<file path="src/rtl/board_ctl_pkg.sv">
package board_ctl_pkg;

  localparam int WORD_W = 32;

  // Word indexes (byte offset >> 2) of the register bank
  localparam int WIDX_RAM  = 'h80;
  localparam int WIDX_IRQ  = 'h81;
  localparam int WIDX_PWR  = 'h82;
  localparam int WIDX_IEN  = 'h83;
  localparam int WIDX_CPUP = 'h84;
  localparam int WIDX_CPUE = 'h85;
  localparam int WIDX_SELF = 'h86;

  typedef enum logic [2:0] {
    SEL_RAM, SEL_IRQ, SEL_PWR, SEL_IEN, SEL_CPUP, SEL_CPUE, SEL_SELF, SEL_NONE
  } regSel_e;

  typedef struct packed {
    logic    wrPwr;
    logic    wrIrqEn;
    logic    wrCpuEn;
    logic    rdEn;
    regSel_e rdSel;
  } ctlStrobes_t;

endpackage

</file>
<file path="src/rtl/board_ctl_decode.sv">
module board_ctl_decode
  import board_ctl_pkg::*;
#(
  parameter int ADDR_W = 10
) (
  input  logic              reqValid,
  input  logic              reqWrite,
  input  logic [ADDR_W-1:0] reqAddr,
  output ctlStrobes_t       strobes
);

  localparam int IDX_W = ADDR_W - 2;

  logic [IDX_W-1:0] wordIdx;
  logic             unusedByteBits;
  regSel_e          sel;

  assign wordIdx        = reqAddr[ADDR_W-1:2];
  assign unusedByteBits = ^reqAddr[1:0];

  always_comb begin
    sel = SEL_NONE;
    case (wordIdx)
      IDX_W'(WIDX_RAM):  sel = SEL_RAM;
      IDX_W'(WIDX_IRQ):  sel = SEL_IRQ;
      IDX_W'(WIDX_PWR):  sel = SEL_PWR;
      IDX_W'(WIDX_IEN):  sel = SEL_IEN;
      IDX_W'(WIDX_CPUP): sel = SEL_CPUP;
      IDX_W'(WIDX_CPUE): sel = SEL_CPUE;
      IDX_W'(WIDX_SELF): sel = SEL_SELF;
      default:           sel = SEL_NONE;
    endcase
  end

  always_comb begin
    strobes.wrPwr   = reqValid && reqWrite && (sel == SEL_PWR);
    strobes.wrIrqEn = reqValid && reqWrite && (sel == SEL_IEN);
    strobes.wrCpuEn = reqValid && reqWrite && (sel == SEL_CPUE);
    strobes.rdEn    = reqValid && !reqWrite;
    strobes.rdSel   = sel;
  end

endmodule

</file>
<file path="src/rtl/board_ctl_datapath.sv">
module board_ctl_datapath
  import board_ctl_pkg::*;
#(
  parameter int SLOTS    = 32,
  parameter int CPUS     = 32,
  parameter int BOOT_CPU = 0,
  parameter int CPU_ID_W = $clog2(CPUS)
) (
  input  logic                clk,
  input  logic                rstN,
  input  ctlStrobes_t         strobes,
  input  logic [WORD_W-1:0]   reqWdata,
  input  logic [CPU_ID_W-1:0] reqCpu,
  input  logic [SLOTS-1:0]    irqLines,
  input  logic [SLOTS-1:0]    slotPresent,
  input  logic [WORD_W-1:0]   ramBytes,
  input  logic [CPUS-1:0]     cpuPresent,
  output logic [SLOTS-1:0]    slotPowerEn,
  output logic [CPUS-1:0]     cpuRunEn,
  output logic [SLOTS-1:0]    irqGated,
  output logic [WORD_W-1:0]   rdData,
  output logic                rdValid
);

  localparam int BOARD_SLOT = SLOTS - 1;
  localparam logic [CPUS-1:0] CPU_BOOT_MASK = CPUS'(1) << BOOT_CPU;

  logic [SLOTS-1:0]  pwrMask;
  logic [SLOTS-1:0]  irqEnMask;
  logic [CPUS-1:0]   cpuEnMask;
  logic [SLOTS-1:0]  pwrNext;
  logic [WORD_W-1:0] selfWord;
  logic [WORD_W-1:0] rdMux;

  // Power update: clearing the mainboard bit drops every slot at once
  always_comb begin
    if (!reqWdata[BOARD_SLOT]) pwrNext = '0;
    else                       pwrNext = reqWdata[SLOTS-1:0];
  end

  always_ff @(posedge clk) begin
    if (!rstN) begin
      pwrMask   <= slotPresent;
      irqEnMask <= '1;
      cpuEnMask <= CPU_BOOT_MASK;
    end else begin
      if (strobes.wrPwr)   pwrMask   <= pwrNext;
      if (strobes.wrIrqEn) irqEnMask <= reqWdata[SLOTS-1:0];
      if (strobes.wrCpuEn) cpuEnMask <= reqWdata[CPUS-1:0];
    end
  end

  // Per-slot interrupt gating
  for (genvar s = 0; s < SLOTS; s++) begin : gIrqGate
    assign irqGated[s] = irqLines[s] & irqEnMask[s];
  end

  assign selfWord = WORD_W'(1) << reqCpu;

  always_comb begin
    case (strobes.rdSel)
      SEL_RAM:  rdMux = ramBytes;
      SEL_IRQ:  rdMux = WORD_W'(irqLines);
      SEL_PWR:  rdMux = WORD_W'(pwrMask);
      SEL_IEN:  rdMux = WORD_W'(irqEnMask);
      SEL_CPUP: rdMux = WORD_W'(cpuPresent);
      SEL_CPUE: rdMux = WORD_W'(cpuEnMask);
      SEL_SELF: rdMux = selfWord;
      default:  rdMux = '0;
    endcase
  end

  always_ff @(posedge clk) begin
    if (!rstN) begin
      rdData  <= '0;
      rdValid <= 1'b0;
    end else begin
      rdValid <= strobes.rdEn;
      if (strobes.rdEn) rdData <= rdMux;
    end
  end

  assign slotPowerEn = pwrMask;
  assign cpuRunEn    = cpuEnMask;

endmodule

</file>
<file path="src/rtl/board_ctl_regs.sv">
module board_ctl_regs
  import board_ctl_pkg::*;
#(
  parameter int SLOTS    = 32,
  parameter int CPUS     = 32,
  parameter int BOOT_CPU = 0,
  parameter int ADDR_W   = 10,
  parameter int CPU_ID_W = $clog2(CPUS)
) (
  input  logic                clk,
  input  logic                rstN,
  input  logic                reqValid,
  input  logic                reqWrite,
  input  logic [ADDR_W-1:0]   reqAddr,
  input  logic [31:0]         reqWdata,
  input  logic [CPU_ID_W-1:0] reqCpu,
  input  logic [SLOTS-1:0]    irqLines,
  input  logic [SLOTS-1:0]    slotPresent,
  input  logic [31:0]         ramBytes,
  input  logic [CPUS-1:0]     cpuPresent,
  output logic [SLOTS-1:0]    slotPowerEn,
  output logic [CPUS-1:0]     cpuRunEn,
  output logic [SLOTS-1:0]    irqGated,
  output logic [31:0]         rdData,
  output logic                rdValid
);

  ctlStrobes_t strobes;

  board_ctl_decode #(.ADDR_W(ADDR_W)) uDecode (
    .reqValid (reqValid),
    .reqWrite (reqWrite),
    .reqAddr  (reqAddr),
    .strobes  (strobes)
  );

  board_ctl_datapath #(
    .SLOTS    (SLOTS),
    .CPUS     (CPUS),
    .BOOT_CPU (BOOT_CPU),
    .CPU_ID_W (CPU_ID_W)
  ) uDatapath (
    .clk         (clk),
    .rstN        (rstN),
    .strobes     (strobes),
    .reqWdata    (reqWdata),
    .reqCpu      (reqCpu),
    .irqLines    (irqLines),
    .slotPresent (slotPresent),
    .ramBytes    (ramBytes),
    .cpuPresent  (cpuPresent),
    .slotPowerEn (slotPowerEn),
    .cpuRunEn    (cpuRunEn),
    .irqGated    (irqGated),
    .rdData      (rdData),
    .rdValid     (rdValid)
  );

endmodule

</file>
<file path="config.mk">
export PLATFORM = sky130hd
export DESIGN_NAME = board_ctl_regs
export DESIGN_NICKNAME = d
export VERILOG_FILES = /design/src/rtl/board_ctl_pkg.sv /design/src/rtl/board_ctl_decode.sv /design/src/rtl/board_ctl_datapath.sv /design/src/rtl/board_ctl_regs.sv
export SDC_FILE = /design/constraint.sdc
export NUM_CORES = 1
export LEC_CHECK = 0
export BUFFER_PORTS_ARGS = -buffer_cell sky130_fd_sc_hd__buf_2
export CAP_MARGIN = 10
export CORE_ASPECT_RATIO = 0.5
export CORE_MARGIN = 2
export CORE_UTILIZATION = 30
export CTS_CLUSTER_SIZE = 10
export DETAILED_ROUTE_END_ITERATION = 10
export PLACE_DENSITY = 0.65
export SETUP_SLACK_MARGIN = 0.15
export SLEW_MARGIN = 0
export SYNTH_ARGS = -nofsm -noshare
export SYNTH_HDL_FRONTEND = slang
export SYNTH_SLANG_ARGS = --single-unit
</file>
<file path="constraint.sdc">
create_clock -name clk -period 3.05 [get_ports clk]
set_input_delay 0.305 -clock clk [delete_from_list [all_inputs] [get_ports clk]]
set_output_delay 0.305 -clock clk [all_outputs]
set_load 0.01 [all_outputs]
</file>
==> qor.yml <==
status: "finished, final reports clean"
ys_ff_latch: 129
detail_route.first_pass.iterations: 5
grt_start_max_net_pins: 49
finalClockSkew_ps: 11.3
num_rows: 39
synthDistinctLibCells: 53
cts.sinks: 129
timing_max_transition_violations_final: 0
clk_root_buffer_cell: "sky130_fd_sc_hd__clkbuf_16"
syn-cell-area_sq_um: 6980
synth.avg_cell_area_sq_um: 8.05
cts-resized-gates: 0
synth.area.top_cells: "sky130_fd_sc_hd__dfxtp_1, sky130_fd_sc_hd__edfxtp_1, sky130_fd_sc_hd__mux2i_1"
clock_latency_ps: 410
synth_top_cell_area_share_pct: 27.8
setup_fix_buffers_added_after_clock_tree_synthesis: 0
vias_in_the_first_global_route: 7462
cts_max_level: 4
worst-endpoint-arrival_ps: 2420
clock_tree_from_tritoncts: "done"
asyncSetResetFlopFracSynth_pct: 0
cts.clk_slew.worst_paths_ps: 60
timing.slew.headroom_pct: 43.6
hold_viol_final: 0
ws_path_type: "in -> reg"
final_area_sq_um: 9470
fin_crit_sh_pct: 68.5
worstPathRequired_ps: 3390
fp.dieW_um: 220
synthesis.yosys.warnings: 0
final_nets: 1333
worst_setup_path_startpoint: "reqAddr[7]"
seq_area_frac_synth_pct: 41.6
floorplan.initialDensity_pct: 30.6
worst_ir_drop_vdd_v: 0.000412
antenna_left: 0
reg2reg_from: "uDatapath.slotPowerEn[19]"
detailedRoute.firstIterationViolations: 902
multi_input_area_sq_um: 3690
drive_gt1_share_pct: 33.1
clock.fmax_mhz: 479
port_buffers: 305
overflow: 0
via_per_inst: 5.30
synth_ff_type: "sky130_fd_sc_hd__dfxtp_1"
synth_nets: 1046
cts_inserted_buffers: 17
syn_to_final_growth_pct: 35.7
dpl.hpwl_um: 24200
floorplan.die.height_um: 112
critical_path.endpoint_type: "flip-flop"
syn_inst: 867
n_fill_cell: 2351
crit_path_max_fanout: 12
seq_area_sq_um: 2900
finalSetupViolCount: 0
antenna_violations_before_repair: 2
power_per_cell_area_nw_per_um2: 471
wire_per_inst_um: 21.3
grt_setup_unrepaired: "no"
tightestPinTransition_ps: 847
design.portCount: 308
first_pass_grt_wire_length_um: 46500
hold_start: "reqWdata[0]"
count_of_flip_flops_with_a_built_in_enable_after_synthesis: 32
leakage_uw: 0.00433
finalSetupTns_ps: 0
global_placement_routability_congestion: 0.972
drv_cap: 0
route.detailed.drc: 0
worst_hold_path_type: "in -> reg"
route.final.wire_length_um: 31500
clockBufferDepth: 2
total_power_uw: 4460
die_area_sq_um: 24600
synth_largest_area_cell: "sky130_fd_sc_hd__dfxtp_1"
global_route.usage.total_pct: 25.2
min_period_ps: 2090
total_of_hold_buffers_inserted_after_clock_tree_synthesis: 0
num_vias: 7823
setup.worst_path.start_class: "input port"
post_dp_cell_area_sq_um: 8890
core_region_area_sq_um: 22800
-- power by group --
group / switching [uW] / internal, uW / total, uW
Sequential: 28.3 / 1800 / 1830
Clock: 843 / 1180 / 2020
Combinational: 364 / 243 / 607
-- cells in the mapped netlist, types with 2 or more instances --
cell type,n
sky130_fd_sc_hd__nor4b_1,3
sky130_fd_sc_hd__a21o_1,2
sky130_fd_sc_hd__dfxtp_1,97
sky130_fd_sc_hd__mux2_2,3
sky130_fd_sc_hd__buf_2,15
sky130_fd_sc_hd__o21a_1,3
sky130_fd_sc_hd__inv_1,35
sky130_fd_sc_hd__nor3_1,7
sky130_fd_sc_hd__nor2_1,20
sky130_fd_sc_hd__or3b_2,3
sky130_fd_sc_hd__and3_1,4
sky130_fd_sc_hd__o21ai_0,66
sky130_fd_sc_hd__a221oi_1,6
sky130_fd_sc_hd__edfxtp_1,32
sky130_fd_sc_hd__a21oi_1,53
sky130_fd_sc_hd__and2_1,40
sky130_fd_sc_hd__a222oi_1,2
sky130_fd_sc_hd__clkbuf_1,48
sky130_fd_sc_hd__a32oi_1,13
sky130_fd_sc_hd__buf_1,6
sky130_fd_sc_hd__a211oi_1,12
sky130_fd_sc_hd__nand2_1,182
sky130_fd_sc_hd__or3_1,2
sky130_fd_sc_hd__o2bb2ai_1,3
sky130_fd_sc_hd__mux2i_1,71
sky130_fd_sc_hd__nand2b_1,4
sky130_fd_sc_hd__nand4_1,3
sky130_fd_sc_hd__a21boi_0,2
sky130_fd_sc_hd__o22ai_1,15
sky130_fd_sc_hd__o2111ai_1,2
sky130_fd_sc_hd__a22oi_1,9
sky130_fd_sc_hd__nor2b_1,3
sky130_fd_sc_hd__nand3_1,75
sky130_fd_sc_hd__a31oi_1,7
-- stage by stage --
stage	setup WS [ps]	utilization, %	cells	hold slack (ps)
after detailed placement	533	38.9	1442	454
final	960	41.5	1476	137
after global routing	861	41.5	1476	136
after global placement	540	38.9	1442	447
after CTS	969	41.5	1474	125
after floorplan	526	-	867	429
-- layout by cell type, fill, tap and decap left out, drive strengths merged, types with 3 or more instances in the layout --
cell type,netlist,final
buf,22,338
nand2,182,182
dfxtp,97,97
nand3,75,75
mux2i,71,71
o21ai,66,66
a21oi,53,53
inv,36,44
and2,41,41
edfxtp,32,32
clkbuf,48,21
nor2,20,20
o22ai,15,15
a32oi,13,13
a211oi,12,12
a22oi,9,9
nor3,8,8
a31oi,7,7
a221oi,6,6
nand2b,4,4
and3,4,4
mux2,3,3
or3b,3,3
nor2b,3,3
o2bb2ai,3,3
nand4,3,3
o21a,3,3
nor4b,3,3
-- metal layers --
layer / vias up / GRT usage [%] / wire length [um]
li1: 3648 / - / -
met1: 3761 / 35.8 / 13800
met2: 377 / 39.9 / 14700
met3: 37 / 3.74 / 2420
met4: 0 / 6.49 / 541
met5: - / 0 / 0
-- cell families after synthesis --
family / count (synthesis) / synth area share [%]
compound gates: 203 / 17.9
flops: 129 / 41.6
buf+inv: 106 / 6.02
mux: 75 / 11.0
simple gates: 354 / 23.5
-- sequential cells by signal, indices dropped and copies added (netlist names) --
name,flops
uDatapath.cpuRunEn,32
uDatapath.irqEnMask,32
uDatapath.rdData,32
uDatapath.slotPowerEn,32
uDatapath.rdValid,1
-- worst max-delay path, cell delays in order --
cell and delay, ps:
sky130_fd_sc_hd__buf_2 110, sky130_fd_sc_hd__or4b_1 780, sky130_fd_sc_hd__or4_4 720, sky130_fd_sc_hd__nor3_2 250, sky130_fd_sc_hd__nand2_1 80, sky130_fd_sc_hd__a31oi_1 170
-- worst paths after layout --
path / cells after the start / endpoint / slack, ps
setup / recovery: 6 / uDatapath.rdData[31] / 960
hold / removal: 3 / uDatapath.cpuRunEn[0] / 140
setup reg to reg: 5 / uDatapath.rdData[19] / 1400
hold reg to reg: 1 / uDatapath.rdData[1] / 460
-- final cells by class --
cell class                 count  share of cell area [%]
tap                          307                    4.05
inverter                      36                    1.43
sequential                   129                    30.6
multi-input combinational    632                    38.9
antenna                        2                  0.0528
clock buffer                  21                    5.20
clock inverter                11                   0.924
timing repair buffer         338                    18.8
Power figures use the tool's default switching activity.
